$ cat config.mk
export PLATFORM = sky130hd
export DESIGN_NAME = scl_wave_div
export DESIGN_NICKNAME = d
export VERILOG_FILES = /design/src/rtl/scl_div_pkg.sv /design/src/rtl/scl_cfg_decode.sv /design/src/rtl/scl_phase_ctl.sv /design/src/rtl/scl_wave_div.sv
export SDC_FILE = /design/constraint.sdc
export NUM_CORES = 1
export LEC_CHECK = 0
export ABC_AREA = 1
export BUFFER_PORTS_ARGS = -buffer_cell sky130_fd_sc_hd__buf_2
export CORE_MARGIN = 4
export CORE_UTILIZATION = 64
export DETAILED_ROUTE_END_ITERATION = 8
export PLACE_DENSITY = 0.84
export SETUP_SLACK_MARGIN = 0.5
export SLEW_MARGIN = 25
export SYNTH_ARGS = -nofsm -noshare
export SYNTH_HDL_FRONTEND = slang
export SYNTH_SLANG_ARGS = --single-unit
$ cat constraint.sdc
create_clock -name clk -period 5.8 [get_ports clk]
set_input_delay 0.29 -clock clk [delete_from_list [all_inputs] [get_ports clk]]
set_output_delay 0.29 -clock clk [all_outputs]
set_load 0.1 [all_outputs]
$ cat src/rtl/scl_div_pkg.sv
`timescale 1ns/1ps
package scl_div_pkg;
    // Phase of the SCL waveform
    typedef enum logic [1:0] {
        PH_IDLE = 2'd0,
        PH_LOW  = 2'd1,
        PH_WAIT = 2'd2,
        PH_HIGH = 2'd3
    } phase_e;
endpackage

$ cat src/rtl/scl_cfg_decode.sv
`timescale 1ns/1ps
module scl_cfg_decode #(
    parameter int DIV_W   = 8,
    parameter int EXP_W   = 3,
    parameter int EXP_MAX = 5,
    parameter int OFFSET  = 3,
    parameter int CNT_W   = 14
) (
    input  logic [EXP_W+2*DIV_W-1:0] cfg_word,
    output logic [CNT_W-1:0]         low_len,
    output logic [CNT_W-1:0]         high_len
);
    localparam int CFG_W = EXP_W + 2 * DIV_W;

    logic [EXP_W-1:0] exp_raw;
    logic [EXP_W-1:0] exp_eff;
    logic [DIV_W-1:0] div_hi;
    logic [DIV_W-1:0] div_lo;

    assign exp_raw = cfg_word[CFG_W-1 -: EXP_W];
    assign div_hi  = cfg_word[2*DIV_W-1 -: DIV_W];
    assign div_lo  = cfg_word[DIV_W-1:0];

    // Clamp only when the field can exceed the implementation maximum
    if (EXP_MAX >= (1 << EXP_W) - 1) begin : g_noclamp
        assign exp_eff = exp_raw;
    end else begin : g_clamp
        assign exp_eff = (exp_raw > EXP_W'(EXP_MAX)) ? EXP_W'(EXP_MAX) : exp_raw;
    end

    always_comb begin
        low_len  = (CNT_W'(div_lo) << exp_eff) + CNT_W'(OFFSET);
        high_len = (CNT_W'(div_hi) << exp_eff) + CNT_W'(OFFSET);
    end
endmodule

$ cat src/rtl/scl_phase_ctl.sv
`timescale 1ns/1ps
module scl_phase_ctl
    import scl_div_pkg::*;
#(
    parameter int CNT_W = 14
) (
    input  logic             clk,
    input  logic             rst_n,
    input  logic             run,
    input  logic             scl_in,
    input  logic [CNT_W-1:0] low_len,
    input  logic [CNT_W-1:0] high_len,
    output logic             scl_out,
    output logic             qtick,
    output logic [1:0]       qtick_idx
);
    typedef struct packed {
        phase_e           ph;
        logic [CNT_W-1:0] cnt;
        logic             scl;
        logic             tick;
        logic [1:0]       idx;
    } ctl_t;

    ctl_t st_d, st_q;
    logic [CNT_W-1:0] half_lo, half_hi;

    assign half_lo = low_len >> 1;
    assign half_hi = high_len >> 1;

    always_comb begin
        st_d      = st_q;
        st_d.tick = 1'b0;
        if (!run) begin
            st_d.ph  = PH_IDLE;
            st_d.cnt = '0;
            st_d.scl = 1'b1;
        end else begin
            unique case (st_q.ph)
                PH_IDLE: begin
                    st_d.ph   = PH_LOW;
                    st_d.cnt  = low_len - CNT_W'(1);
                    st_d.scl  = 1'b0;
                    st_d.tick = 1'b1;
                    st_d.idx  = 2'd0;
                end
                PH_LOW: begin
                    if (st_q.cnt == '0) begin
                        st_d.ph  = PH_WAIT;
                        st_d.scl = 1'b1;
                    end else begin
                        st_d.cnt = st_q.cnt - CNT_W'(1);
                        if (st_q.cnt == half_lo) begin
                            st_d.tick = 1'b1;
                            st_d.idx  = 2'd1;
                        end
                    end
                end
                PH_WAIT: begin
                    // the line-high cycle seen here is the first of the high phase
                    if (scl_in) begin
                        st_d.ph   = PH_HIGH;
                        st_d.cnt  = high_len - CNT_W'(2);
                        st_d.tick = 1'b1;
                        st_d.idx  = 2'd2;
                    end
                end
                PH_HIGH: begin
                    if (st_q.cnt == '0) begin
                        st_d.ph   = PH_LOW;
                        st_d.cnt  = low_len - CNT_W'(1);
                        st_d.scl  = 1'b0;
                        st_d.tick = 1'b1;
                        st_d.idx  = 2'd0;
                    end else begin
                        st_d.cnt = st_q.cnt - CNT_W'(1);
                        if (st_q.cnt == half_hi) begin
                            st_d.tick = 1'b1;
                            st_d.idx  = 2'd3;
                        end
                    end
                end
                default: st_d.ph = PH_IDLE;
            endcase
        end
    end

    always_ff @(posedge clk or negedge rst_n) begin
        if (!rst_n) begin
            st_q.ph   <= PH_IDLE;
            st_q.cnt  <= '0;
            st_q.scl  <= 1'b1;
            st_q.tick <= 1'b0;
            st_q.idx  <= 2'd0;
        end else begin
            st_q <= st_d;
        end
    end

    assign scl_out   = st_q.scl;
    assign qtick     = st_q.tick;
    assign qtick_idx = st_q.idx;

    // dropping run parks the line released and silent
    p_idle_release_r8: assert property (@(posedge clk) disable iff (!rst_n)
        !run |=> (st_q.scl && !st_q.tick));

    // the low phase counts down one per cycle with the line held low
    p_low_count_r3: assert property (@(posedge clk) disable iff (!rst_n)
        (st_q.ph == PH_LOW && run && st_q.cnt != '0) |=>
            (st_q.cnt == $past(st_q.cnt) - CNT_W'(1) && !st_q.scl));

    // a held line freezes the divider in the released state
    p_stretch_hold_r6: assert property (@(posedge clk) disable iff (!rst_n)
        (st_q.ph == PH_WAIT && run && !scl_in) |=>
            (st_q.ph == PH_WAIT && st_q.scl && !st_q.tick));

    // every falling SCL carries the quarter-zero tick
    p_fall_tick_r7: assert property (@(posedge clk) disable iff (!rst_n)
        $fell(st_q.scl) |-> (st_q.tick && st_q.idx == 2'd0));
endmodule

$ cat src/rtl/scl_wave_div.sv
`timescale 1ns/1ps
module scl_wave_div #(
    parameter int DIV_W   = 8,
    parameter int EXP_W   = 3,
    parameter int EXP_MAX = 5,
    parameter int OFFSET  = 3   // at least 3 so every phase holds its quarter ticks
) (
    input  logic                     clk,
    input  logic                     rst_n,
    input  logic                     run,
    input  logic [EXP_W+2*DIV_W-1:0] cfg_word,
    input  logic                     scl_in,
    output logic                     scl_out,
    output logic                     qtick,
    output logic [1:0]               qtick_idx
);
    localparam int CNT_W = DIV_W + EXP_MAX + 2;

    logic [CNT_W-1:0] low_len;
    logic [CNT_W-1:0] high_len;

    scl_cfg_decode #(
        .DIV_W  (DIV_W),
        .EXP_W  (EXP_W),
        .EXP_MAX(EXP_MAX),
        .OFFSET (OFFSET),
        .CNT_W  (CNT_W)
    ) i_cfg (
        .cfg_word(cfg_word),
        .low_len (low_len),
        .high_len(high_len)
    );

    scl_phase_ctl #(
        .CNT_W(CNT_W)
    ) i_ctl (
        .clk      (clk),
        .rst_n    (rst_n),
        .run      (run),
        .scl_in   (scl_in),
        .low_len  (low_len),
        .high_len (high_len),
        .scl_out  (scl_out),
        .qtick    (qtick),
        .qtick_idx(qtick_idx)
    );
endmodule

==> reports/qor.csv, run 1 <==
metric,value,unit
status,finished clean,
"EDFF count, synth",0,
"CTS clk-pin slew, worst paths",0.10,ns
Slew @ Worst Pin,0.730,ns
Die W,88.6,µm
Worst Setup End Kind,register,
CTS H-Tree Depth,1,
Syn Nets,801,
initial DRC count,529,
final-stage net count,808,
Setup crit start kind,primary input,
Worst Path Required,5.96,ns
HPWL Detailed,10800,µm
Max Slew Vio Count,0,
Pre-antenna DRT Iters,8,
Die ar.,7850,µm²
Routed Antenna Nets,0,
initial antenna violation count,0,
cell mode on critical path,nand2_1,
num rows,29,
Area contributors post-synth,"nand2_1 22%, nand3_1 19%, dfrtp_1 12%",
VDD IR max,0.000351,V
share of post-route cells with drive strength above 1,10.6,%
leading area contributor after synthesis,nand2_1,
Total GRT Usage,35.8,%
Worst-Skew Late Latency,0.27,ns
Final Cell Area,4300,µm²
RSZ-0062 raised after global routing,no,
final worst setup slack,2.32,ns
CP Max Fanout,32,
crit path time final,3.48,ns
post-synthesis instance total,769,
CTS tree,done,
Die H,88.6,µm
pre-CTS setup slack,2.18,ns
area delta synth->final,3.37,%
Mapped Avg Cell Area,5.41,µm²
Synth Register Bits,21,
core footprint,6310,µm²
fillers,630,
DR vias,5322,
static leakage,2.29,nW
pwr/cell area,350,nW/µm²
Commonest cells post-synth,"245 x nand2_1, 158 x nand3_1, 87 x inv_1",
Final setup viols,0,
Rel. slew slack,51.3,%
Synth Warn #,0,
crit path DAT,3.64,ns
endpoints failing hold,0,
I/O Pins,27,
Vias/cell,6.25,
most frequent cell after synthesis,nand2_1,
"slowest stage delay, CP",0.53,ns
# Max-Cap Violations,0,
unique cell type count in the Yosys netlist,46,
total CTS buffers,3,
Synth async-reset ratio,100,%
Final Util,68.1,%
global-route wire length before repair,22300,µm
Clock Tree Root,clkbuf_8,
Ant. Diodes,0,
fmax,0.288,GHz
Crit-path slowest cell,inv_1,
wire length per cell,16.0,µm
largest net degree at the start of global routing,33,
grt ovf,0,
dpl cell area,4240,µm²
Port-buffer cells,26,
synthesized area,4160,µm²
post-synth top area share,22.1,%
Synth Flop Type,dfrtp_1,
final WL,13600,µm
Fin Clk Skew,0.0111,ns
vias in the first global route,4646,
DRC viols,0,
Initial Utilization,65.9,%
RD Place Congestion,1.06,
"Seq/Total Area, Yosys",12.7,%
Clock Sinks,21,
Fin Setup TNS,0,ns
# Post-CTS Setup Buffers,0,
critical setup path kind,in2reg,
crit-path cells,buf_2 -> inv_1 -> nand2_4 -> nor2_1 -> nand2_1 -> ha_1 -> inv_1 -> nand2_1 -> nor2_2 -> nand3_1 -> nand2_1 -> nand2_2 -> nand2_1 -> nand2_1 -> nor2_1 -> nand3_1 -> o21ai_0 -> nand3_1 -> nand2_1 -> nand2_1,
Clock Path Buffers,2,
crit share post-route,59.9,%
hold crit path type,in2reg,
[placed cells by master, fill, tap and decap left out, drive strengths merged, types with 2 or more instances in the layout]
master | netlist | layout
nand2 | 264 | 264
nand3 | 163 | 163
inv | 90 | 90
nor2 | 77 | 77
o21ai | 30 | 30
buf | 17 | 27
dfrtp | 20 | 20
xor2 | 18 | 18
a21oi | 16 | 16
nand4 | 11 | 11
ha | 9 | 9
nor3 | 7 | 7
nand3b | 6 | 6
or2 | 4 | 4
xnor2 | 3 | 3
o221ai | 3 | 3
o211ai | 3 | 3
a22oi | 3 | 3
clkbuf | 9 | 3
a31oi | 2 | 2
o2bb2ai | 2 | 2
o22ai | 2 | 2
o21bai | 2 | 2
[cell families after synthesis]
logic type | Yosys count | share of synthesized area [%]
AO/OA/AOI/OAI | 67 | 9.59
XOR/XNOR | 21 | 4.42
adder cells (fa/ha/maj) | 9 | 2.71
buffers and inverters | 116 | 11.8
flip-flops | 21 | 12.7
AND/OR/NAND/NOR | 535 | 58.8
[sequential cells by signal, summed over array words and instances, names as in the netlist]
name,count
i_ctl.qtick,1
i_ctl.qtick_idx,2
i_ctl.scl_out,1
i_ctl.st_q,17
[worst paths after layout]
path	from	end	slack, ns	depth (start not counted)
max	cfg_word[16]	i_ctl.qtick_idx[0]	2.32	20
min	run	i_ctl.scl_out	0.25	2
max reg2reg	i_ctl.st_q[5]	i_ctl.st_q[12]	2.38	14
min reg2reg	i_ctl.scl_out	i_ctl.scl_out	0.49	2
max in group asynchronous	rst_n	i_ctl.st_q[9]	4.89	2
min in group asynchronous	rst_n	i_ctl.st_q[10]	0.54	2
[metrics by stage]
step	total power, mW	cells	hold WS [ns]
2_1_floorplan	1.10	769	-0.00559
3_3_place_gp	1.33	847	0.285
4_1_cts	1.46	852	0.248
3_5_place_dp	1.35	847	0.287
6_report	1.51	852	0.248
5_1_grt	1.64	852	0.263
[report_power, final]
group / leakage, nW / internal, mW / total [mW] / switching, mW
sequential: 0.276 / 0.203 / 0.311 / 0.108
combinational: 2.00 / 0.348 / 1.09 / 0.742
clock: 0.0217 / 0.0487 / 0.106 / 0.0574
[repair_timing]
action | CTS | global route
hold buffers | 1 | 0
hold endpoints to repair | 12 | 0
resized for setup | 0 | 0
[final cells by class]
| cell class | instances | area (µm²) | share of cell area, % |
|---|---|---|---|
| tap | 77 | 96.3 | 2.24 |
| timing repair buffer | 28 | 148 | 3.43 |
| multi-input combinational | 632 | 3140 | 73.1 |
| clock buffer | 3 | 41.3 | 0.960 |
| sequential | 21 | 527 | 12.2 |
| clock inverter | 1 | 7.51 | 0.175 |
| inverter | 90 | 338 | 7.86 |
[critical path, delay by kind of cell]
kind	cells	cell delay, ns
AND/OR/NAND/NOR	15	2.10
buffers and inverters	3	0.71
adder cells (fa/ha/maj)	1	0.30
AO/OA/AOI/OAI	1	0.24
[metal layers]
layer	up-vias	GRT usage [%]	share of wire [%]	wire, µm
met3	35	5.96	13	1760
li1	2519	-	-	-
met1	2428	52.2	42	5660
met5	-	0	0	0
met2	340	54.8	43	5870
met4	0	9.07	2.4	322
Note: power is estimated with default switching activity, not from simulation.
==> run 2, diff against run 1 <==
CORE_UTILIZATION = 63   (was 64)
PLACE_DENSITY = 0.82   (was 0.84)
clock period = 3.3 ns   (was 5.8 ns; I/O delays follow)
==> run 2 against run 1 <==
  * Wire length is 1.7% higher
  * Core utilization is 2.7 points higher
  * First-iteration DRC count is 17% higher
  * Critical path depth is 6 lower
  * Non-clock buffer count is 18 higher
  * Sequential cell count stayed put
  * Via count is 0.58% higher
  * Clock skew is 0.0067 ns lower
  * Die area is 1.4% higher
  * Design area is 5.1% higher
  * Largest power group unchanged
  * Highest routed layer unchanged
==> reports/qor.csv, run 2 (synthesis results as in run 1) <==
metric,value,unit,change
status,finished clean,,unchanged
# Max-Cap Violations,0,,unchanged
CTS H-Tree Depth,1,,unchanged
dpl cell area,4380,µm²,was 4240 µm²
crit path DAT,2.77,ns,was 3.64 ns
Fin Clk Skew,0.00445,ns,was 0.0111 ns
Crit-path slowest cell,dfrtp_2,,was inv_1
Die H,89.3,µm,was 88.6 µm
total CTS buffers,3,,unchanged
final WL,13800,µm,was 13600 µm
Worst-Skew Late Latency,0.27,ns,about the same
core footprint,6390,µm²,was 6310 µm²
Slew @ Worst Pin,0.545,ns,was 0.730 ns
Die ar.,7970,µm²,was 7850 µm²
DRC viols,0,,unchanged
RD Place Congestion,1.14,,was 1.06
CTS tree,done,,unchanged
num rows,29,,unchanged
max reg flops,17,,unchanged
initial DRC count,617,,was 529
Final setup viols,0,,unchanged
Ant. Diodes,0,,unchanged
area delta synth->final,8.66,%,was 3.37%
Pre-antenna DRT Iters,7,,was 8
I/O Pins,27,,unchanged
largest net degree at the start of global routing,24,,was 33
fmax,0.383,GHz,
Die W,89.3,µm,was 88.6 µm
crit path time final,2.61,ns,
grt ovf,0,,unchanged
"CTS clk-pin slew, worst paths",0.08,ns,was 0.10 ns
crit share post-route,79.1,%,
endpoints failing hold,0,,unchanged
Worst Path Required,3.46,ns,was 5.96 ns
"commonest non-fill, non-tap cells in the layout","242 x nand2_1, 157 x nand3_1, 85 x inv_1",,"was 245 x nand2_1, 158 x nand3_1, 87 x inv_1"
RSZ-0062 raised after global routing,yes,,was no
Fin Setup TNS,0,ns,unchanged
Total GRT Usage,35.3,%,was 35.8%
Worst Setup End Kind,register,,unchanged
pwr/cell area,618,nW/µm²,was 350 nW/µm²
Vias/cell,6.15,,was 6.25
VDD IR max,0.000646,V,was 0.000351 V
cell mode on critical path,nor2_2,,was nand2_1
static leakage,2.38,nW,was 2.29 nW
"slowest stage delay, CP",0.47,ns,was 0.53 ns
Clock Path Buffers,2,,unchanged
Rel. slew slack,63.6,%,was 51.3%
share of post-route cells with drive strength above 1,14.2,%,was 10.6%
initial antenna violation count,0,,unchanged
final-stage net count,826,,was 808
Setup crit start kind,register,,was primary input
hold crit path type,in2reg,,unchanged
Top delay family on crit path,simple AND/OR/NAND/NOR gates,,unchanged
global-route wire length before repair,22100,µm,was 22300 µm
HPWL Detailed,11200,µm,was 10800 µm
"Buf+Inv Stages, Crit Path",4,,was 3
CP Max Fanout,11,,was 32
Clock Sinks,21,,unchanged
wire length per cell,15.9,µm,was 16.0 µm
vias in the first global route,4659,,was 4646
hold slack,0.137,ns,was 0.248 ns
Initial Utilization,65.1,%,was 65.9%
"commonest non-fill, non-tap cell in the layout",nand2_1,,unchanged
Routed Antenna Nets,0,,unchanged
Final Cell Area,4520,µm²,was 4300 µm²
Port-buffer cells,26,,unchanged
Max Slew Vio Count,0,,unchanged
critical setup path kind,reg2reg,,was in2reg
DR vias,5353,,was 5322
Clock Tree Root,clkbuf_8,,unchanged
most flop-heavy register,i_ctl.st_q,,unchanged
crit-path cells,inv_2 -> ha_2 -> nand2_1 -> nor2_2 -> nand2_1 -> nor3_4 -> nand2_2 -> nor2_2 -> inv_1 -> o21ai_0 -> inv_1 -> nor2_2 -> inv_2 -> o21ai_0,,was buf_2 -> inv_1 -> nand2_4 -> nor2_1 -> nand2_1 -> ha_1 -> inv_1 -> nand2_1 -> nor2_2 -> nand3_1 -> nand2_1 -> nand2_2 -> nand2_1 -> nand2_1 -> nor2_1 -> nand3_1 -> o21ai_0 -> nand3_1 -> nand2_1 -> nand2_1
==> run 2: cell count changes in the layout (fill, tap and decap cells not counted), sizes merged <==
cell / previous run / this run
clkinvlp: 1 / 0
buf: 27 / 44
clkbuf: 3 / 5
==> run 2: final timing paths <==
kind / end / from / slack [ns] / cells after the start
max in group asynchronous: i_ctl.st_q[4] / rst_n / 2.52 / 2
max: i_ctl.st_q[12] / i_ctl.st_q[4] / 0.69 / 14
min reg2reg: i_ctl.qtick_idx[1] / i_ctl.qtick_idx[1] / 0.50 / 2
min: i_ctl.scl_out / run / 0.14 / 2
max reg2reg: i_ctl.st_q[12] / i_ctl.st_q[4] / 0.69 / 14
min in group asynchronous: i_ctl.st_q[19] / rst_n / 0.40 / 2
==> run 2: layout make-up <==
cell class | count | area [µm²]
multi-input combinational | 632 | 3220
fill | 592 | 1870
sequential | 21 | 528
inverter | 90 | 343
timing repair buffer | 46 | 289
tap | 77 | 96.3
clock buffer | 4 | 45.0
==> run 2: report_power, final <==
part           switching [mW]  internal [mW]
clock                  0.0892         0.0863
combinational            1.39          0.693
sequential              0.179          0.359
==> run 2: through the flow <==
stage	instances	utilization (%)	total power, mW	worst slack [ns]
5_1_grt	870	70.8	3.01	0.509
3_3_place_gp	865	68.5	2.42	0.411
2_1_floorplan	769	-	1.93	0.966
6_report	870	70.8	2.79	0.691
3_5_place_dp	865	68.5	2.47	0.365
4_1_cts	870	69.5	2.66	0.513
==> run 2: per-layer routing <==
metal,part of all wire (%),track usage [%],up-vias
met4,2.0,6.22,0
met5,0,0,-
met2,43,56.3,353
met3,13,6.73,37
met1,41,50.0,2399
li1,-,-,2564
==> run 2: timing repair <==
| item | CTS | global route |
|---|---|---|
| setup buffers | 0 | 0 |
| hold endpoints to repair | 20 | 0 |
| hold buffers | 1 | 0 |
| endpoints found under the setup margin | 14 | 18 |
| resized for setup | 4 | 24 |
==> run 2: worst reg2reg max path, cell delays in order (launching register included) <==
cell and delay [ns]:
dfrtp_2 0.47, inv_2 0.13, ha_2 0.24, nand2_1 0.11
nor2_2 0.15, nand2_1 0.12, nor3_4 0.19, nand2_2 0.14
nor2_2 0.17, inv_1 0.11, o21ai_0 0.09, inv_1 0.07
nor2_2 0.13, inv_2 0.13, o21ai_0 0.26
